===== config.mk =====
export PLATFORM = sky130hd
export DESIGN_NAME = vgeom_calc
export DESIGN_NICKNAME = d
export VERILOG_FILES = /design/src/rtl/vgeom_pkg.sv /design/src/rtl/vgeom_bytes.sv /design/src/rtl/vgeom_div.sv /design/src/rtl/vgeom_calc.sv
export SDC_FILE = /design/constraint.sdc
export NUM_CORES = 2
export LEC_CHECK = 0
export BUFFER_PORTS_ARGS = -buffer_cell sky130_fd_sc_hd__buf_2
export CAP_MARGIN = 20
export CORE_ASPECT_RATIO = 0.8
export CORE_MARGIN = 5
export CORE_UTILIZATION = 55
export CTS_BUF_LIST = sky130_fd_sc_hd__clkbuf_16
export DETAILED_ROUTE_END_ITERATION = 6
export GPL_ROUTABILITY_DRIVEN = 0
export PLACE_DENSITY_LB_ADDON = 0.25
export SETUP_SLACK_MARGIN = 0.1
export SYNTH_ARGS = -nofsm -noshare
export SYNTH_HDL_FRONTEND = slang
export SYNTH_HIERARCHICAL = 1
export SYNTH_SLANG_ARGS = --single-unit

===== constraint.sdc =====
create_clock -name clk -period 12.6 [get_ports clk]
set_input_delay 0.63 -clock clk [delete_from_list [all_inputs] [get_ports clk]]
set_output_delay 0.63 -clock clk [all_outputs]
set_load 0.005 [all_outputs]

===== src/rtl/vgeom_pkg.sv =====
package vgeom_pkg;

    typedef enum logic {
        VG_IDLE,
        VG_DIV
    } vg_state_e;

endpackage


===== src/rtl/vgeom_bytes.sv =====
// Bytes spanned by a run of pixels at the given colour depth.
module vgeom_bytes #(
    parameter int BPP_W = 6,
    parameter int CNT_W = 16,
    parameter int OUT_W = 20
) (
    input  logic [BPP_W-1:0] bpp,
    input  logic [CNT_W-1:0] count,
    output logic [OUT_W-1:0] bytes
);
    logic [BPP_W:0] px_bytes;
    logic           nibble_mode;

    always_comb begin
        px_bytes    = ({1'b0, bpp} + (BPP_W+1)'(7)) >> 3;
        nibble_mode = (bpp == BPP_W'(4));
        if (nibble_mode)
            bytes = OUT_W'(count >> 1);
        else
            bytes = OUT_W'(count) * OUT_W'(px_bytes);
    end
endmodule


===== src/rtl/vgeom_div.sv =====
// Restoring divider: one quotient bit per cycle, NUM_W cycles per division.
module vgeom_div #(
    parameter int NUM_W = 24,
    parameter int DEN_W = 20
) (
    input  logic             clk,
    input  logic             rst_n,
    input  logic             start,
    input  logic [NUM_W-1:0] num,
    input  logic [DEN_W-1:0] den,
    output logic             fin,
    output logic [NUM_W-1:0] quo
);
    localparam int CNT_W = $clog2(NUM_W + 1);

    typedef struct packed {
        logic [DEN_W-1:0] rem;
        logic [NUM_W-1:0] quo;
        logic [DEN_W-1:0] den;
        logic [CNT_W-1:0] cnt;
        logic             run;
        logic             fin;
    } div_s;

    div_s q, d;
    logic [DEN_W:0] trial;

    always_comb begin
        d       = q;
        d.fin   = 1'b0;
        trial   = {q.rem, q.quo[NUM_W-1]};
        if (start) begin
            d.rem = '0;
            d.quo = num;
            d.den = den;
            d.cnt = CNT_W'(NUM_W);
            d.run = 1'b1;
        end else if (q.run) begin
            if (trial >= {1'b0, q.den}) begin
                d.rem = DEN_W'(trial - {1'b0, q.den});
                d.quo = {q.quo[NUM_W-2:0], 1'b1};
            end else begin
                d.rem = DEN_W'(trial);
                d.quo = {q.quo[NUM_W-2:0], 1'b0};
            end
            d.cnt = q.cnt - CNT_W'(1);
            if (q.cnt == CNT_W'(1)) begin
                d.run = 1'b0;
                d.fin = 1'b1;
            end
        end
    end

    always_ff @(posedge clk) begin
        if (!rst_n) q <= '0;
        else        q <= d;
    end

    assign fin = q.fin;
    assign quo = q.quo;
endmodule


===== src/rtl/vgeom_calc.sv =====
module vgeom_calc
    import vgeom_pkg::*;
#(
    parameter int BPP_W = 6,
    parameter int DIM_W = 16,
    parameter int FB_W  = 24
) (
    input  logic                         clk,
    input  logic                         rst_n,
    input  logic [BPP_W-1:0]             bpp,
    input  logic [DIM_W-1:0]             xres,
    input  logic [DIM_W-1:0]             yres,
    input  logic [FB_W-1:0]              fb_size,
    input  logic                         width_req_valid,
    input  logic [DIM_W-1:0]             width_req,
    input  logic                         pan_x_wr,
    input  logic [DIM_W-1:0]             pan_x_in,
    input  logic                         pan_y_wr,
    input  logic [DIM_W-1:0]             pan_y_in,
    output logic                         busy,
    output logic                         done,
    output logic                         accepted,
    output logic [DIM_W-1:0]             virt_width,
    output logic [FB_W-1:0]              virt_height,
    output logic [DIM_W+BPP_W-3:0]       pitch,
    output logic [DIM_W-1:0]             pan_x,
    output logic [DIM_W-1:0]             pan_y,
    output logic [2*DIM_W+BPP_W-4:0]     start_addr
);
    localparam int PITCH_W = DIM_W + BPP_W - 2;
    localparam int SUM_W   = PITCH_W + DIM_W + 1;
    localparam int SA_W    = SUM_W - 2;

    typedef struct packed {
        vg_state_e          st;
        logic               done;
        logic               acc;
        logic [DIM_W-1:0]   cand_w;
        logic [PITCH_W-1:0] cand_p;
        logic [DIM_W-1:0]   yres_lim;
        logic [DIM_W-1:0]   vw;
        logic [FB_W-1:0]    vh;
        logic [PITCH_W-1:0] pitch;
        logic [DIM_W-1:0]   pan_x;
        logic [DIM_W-1:0]   pan_y;
        logic [SA_W-1:0]    start;
    } geo_s;

    geo_s q, d;

    logic [PITCH_W-1:0] req_pitch;
    logic [PITCH_W-1:0] x_bytes;
    logic [DIM_W-1:0]   pan_x_nx;
    logic [DIM_W-1:0]   pan_y_nx;
    logic [SUM_W-1:0]   start_sum;
    logic               div_start;
    logic               div_fin;
    logic [FB_W-1:0]    div_quo;

    assign pan_x_nx = pan_x_wr ? pan_x_in : q.pan_x;
    assign pan_y_nx = pan_y_wr ? pan_y_in : q.pan_y;

    vgeom_bytes #(.BPP_W(BPP_W), .CNT_W(DIM_W), .OUT_W(PITCH_W)) u_req_bytes (
        .bpp   (bpp),
        .count (width_req),
        .bytes (req_pitch)
    );

    vgeom_bytes #(.BPP_W(BPP_W), .CNT_W(DIM_W), .OUT_W(PITCH_W)) u_pan_bytes (
        .bpp   (bpp),
        .count (pan_x_nx),
        .bytes (x_bytes)
    );

    vgeom_div #(.NUM_W(FB_W), .DEN_W(PITCH_W)) u_div (
        .clk   (clk),
        .rst_n (rst_n),
        .start (div_start),
        .num   (fb_size),
        .den   (req_pitch),
        .fin   (div_fin),
        .quo   (div_quo)
    );

    always_comb begin
        d         = q;
        d.done    = 1'b0;
        d.acc     = 1'b0;
        div_start = 1'b0;
        start_sum = SUM_W'(q.pitch) * SUM_W'(pan_y_nx) + SUM_W'(x_bytes);

        unique case (q.st)
            VG_IDLE: begin
                if (width_req_valid) begin
                    if ((width_req < xres) || (req_pitch == '0)) begin
                        d.done = 1'b1;
                    end else begin
                        div_start  = 1'b1;
                        d.st       = VG_DIV;
                        d.cand_w   = width_req;
                        d.cand_p   = req_pitch;
                        d.yres_lim = yres;
                    end
                end
            end
            VG_DIV: begin
                if (div_fin) begin
                    d.st   = VG_IDLE;
                    d.done = 1'b1;
                    if (div_quo >= FB_W'(q.yres_lim)) begin
                        d.acc   = 1'b1;
                        d.vw    = q.cand_w;
                        d.vh    = div_quo;
                        d.pitch = q.cand_p;
                    end
                end
            end
            default: d.st = VG_IDLE;
        endcase

        if (pan_x_wr || pan_y_wr) begin
            d.pan_x = pan_x_nx;
            d.pan_y = pan_y_nx;
            d.start = start_sum[SUM_W-1:2];
        end
    end

    always_ff @(posedge clk) begin
        if (!rst_n) q <= '0;
        else        q <= d;
    end

    assign busy        = (q.st == VG_DIV);
    assign done        = q.done;
    assign accepted    = q.acc;
    assign virt_width  = q.vw;
    assign virt_height = q.vh;
    assign pitch       = q.pitch;
    assign pan_x       = q.pan_x;
    assign pan_y       = q.pan_y;
    assign start_addr  = q.start;
endmodule


==> run metrics <==
status=complete, no violations; Logic pwr share=roughly 42%; Sink Count=about 250; min-delay worst type=input pin to flip-flop; vias in the first global route=23119; setup TNS=0 ps; storage element area=0.00507 mm^2; antenna violations before repair=1; register area share after synthesis=17.6%; Final #Nets=4091; Syn Area/Cell=8.31 um^2; Layout Skew=38.8 ps; Routed Antenna Nets=0; Worst-Skew Late Latency=600 ps; global route total overflow=0; internal power=1.73 mW; post-cts gate resize count=0; area of the core=0.0521 mm^2; Post-route DRC=0; fmax=0.113 GHz; All-Layer GR Usage=25.8%; Cell Area, Synth=around 0.029 mm^2; final worst path period share=between 70% and 80%; endpoint class of the critical path=flip-flop; startpoint types=input pin; Slowest cell on crit path=fa_1; leading area contributor after synthesis=fa_1; Peak VDD IR=between 0.0001 and 0.00015 V; area taken by multi-input logic gates=0.0199 mm^2; maximum clock path buffer count=3; Synthesized Nets=4117; Post-CTS Setup Repair Bufs=0; critical path data required time=13110 ps; largest net degree at the start of global routing=106; Slew Viols, Final=0; fillers=4859; Clock power frac=27.8%; Slew @ Worst Pin=1130 ps; P&R area growth vs syn=4.72%; Vias/cell=5.50; via count=22819; RSZ-0062 raised after global routing=no; die area=0.0570 mm^2; H-tree levels=1; Final setup violation count=0; Async SR Flop Fraction=0%; WL/cell=17.6 um; most common cell in the synthesized netlist=inv_1; Final Hold Vio Count=0; leakage=15.1 nW; Synth warnings=6; TritonCTS clock tree=done; DP HPWL=55.1 mm; number of enable flip-flop cells after synthesis=0; Clock transition at path regs=about 60 ps; hold buffers post-CTS=0; ys flop type=dfxtp_1; placed cells=4096; Post-synth top cells=inv_1 (528), nand2_1 (422), fa_1 (328), dfxtp_1 (253), and2_1 (217); initial core utilization=55.2%; synthesized instance count=between 3000 and 4000; DRT Pass-1 Iters=5; Ports=245; CP Max Fanout=16; register share of total power=30.7%; Non-Filler Instances=between 4000 and 5000; cell mode on critical path=fa_1; P_sw=~1.2 mW; share of the synthesized area in the top cell type=22.8%; sw frac=between 40 and 50%; Setup Crit Path Kind=input pin to flip-flop; initial drt markers=1476; Die Y=roughly 210 um; first-pass GRT wire length=between 100 and 150 mm; min Tclk post-route=8820 ps; input/output buffers=244; Total Wirelength=72.9 mm; ANT cells=0; Synth Register Bits=253; Root Driver=clkbuf_16; Cell Pwr Density=about 96 mW/mm^2; max cap viols=0; distinct cell type count after synthesis=80; FP Rows=75; max incr delay on CP=570 ps; largest cells by area after synthesis=fa_1 (23%), dfxtp_1 (18%), ha_1 (9.3%); Critical Path AT=between 9000 and 10000 ps; layout cells sized above 1=between 10% and 20%; width of the die=266 um; CTS Buf Count=28; Slew HR=between 20% and 30%
worst max-delay path, delay by kind of cell:
kind                       cells  cell delay, ps
AOI/OAI and AO/OA             10            2680
xor gates and xnor gates       1             100
adders and majority gates      8            4000
buffers and inverters          7             520
muxes                          1             260
and+or+nand+nor                4            1150
sequential cells by signal (all words and copies together) (netlist names), 16 cells and up:
register,cells
virt_height,24
q,52
u_div/quo,24
pan_y,16
pan_x,16
u_div/q,46
start_addr,35
virt_width,16
pitch,20
cell families (layout without fill, tap and decap cells):
group | Yosys count | count (layout) | synth area share (%)
buf+inv | 854 | 849 | 13.3
fa+ha+maj | 541 | 541 | 32.1
flops | 253 | 253 | 17.6
xor+xnor | 60 | 60 | 1.83
mux | 148 | 148 | 5.29
compound gates | 479 | 479 | 10.7
simple gates | 1126 | 1126 | 19.2
final timing paths:
| path | start | endpoint | slack [ps] | cells past startpoint |
|---|---|---|---|---|
| hold / removal | yres[8] | q[135]$_SDFFE_PN0P_ | 250 | 3 |
| hold reg to reg | start_addr[13]$_SDFFE_PN0P_ | start_addr[13]$_SDFFE_PN0P_ | 450 | 2 |
| setup reg to reg | pan_x[1]$_SDFFE_PN0P_ | start_addr[32]$_SDFFE_PN0P_ | 4310 | 29 |
| setup / recovery | bpp[2] | start_addr[32]$_SDFFE_PN0P_ | 3780 | 31 |
layer usage:
metal / GRT usage (%) / wire [um] / part of all wire [%]
met5: 0 / 13 / 0.018
met4: 4.92 / 1510 / 2.1
met3: 4.51 / 5160 / 7.1
met2: 41.3 / 32800 / 45
met1: 37.1 / 33400 / 46
power groups by stage:
| stage | sequential (mW) | combinational, mW | clock [mW] |
|---|---|---|---|
| floorplan | 0.891 | 0.913 | 0 |
| global placement | 0.903 | 1.18 | 0 |
| detailed placement | 0.903 | 1.19 | 0 |
| CTS | 0.886 | 1.19 | 0.829 |
| global route | 0.892 | 1.35 | 0.860 |
| finish | 0.886 | 1.20 | 0.804 |
cell usage in the layout, fill, tap and decap left out, types with 38 or more instances in the layout:
cell | synthesis | final
inv_1 | 528 | 535
nand2_1 | 422 | 422
fa_1 | 328 | 328
dfxtp_1 | 253 | 252
buf_2 | 22 | 243
and2_1 | 217 | 217
ha_1 | 213 | 213
nor2_1 | 147 | 146
a21oi_1 | 142 | 142
o21ai_0 | 137 | 137
mux2i_1 | 116 | 116
nand3_1 | 108 | 108
nor2b_1 | 81 | 81
xor2_1 | 40 | 40
nand2b_1 | 38 | 38
through the flow:
| step | worst slack [ps] | util, % | total power, mW | hold slack, ps | area (um^2) |
|---|---|---|---|---|---|
| finish | 3780 | 57.8 | 2.89 | 253 | 30100 |
| floorplan | 4080 | - | 1.80 | 432 | 28800 |
| CTS | 3460 | 57.8 | 2.91 | 220 | 30100 |
| global placement | 2950 | 56.1 | 2.08 | 439 | 29200 |
| global route | 3250 | 57.8 | 3.10 | 235 | 30100 |
| detailed placement | 2840 | 56.1 | 2.09 | 441 | 29200 |
area by class of cell:
class | instances | share of cell area (%)
well taps | 693 | 2.88
flip-flops and latches | 253 | 16.8
clock buffers | 28 | 2.33
inverters | 530 | 6.61
multi-input cells | 2354 | 66.1
clock inverters | 23 | 0.619
repair buffers | 268 | 4.67
(Power assumes the default switching activity.)
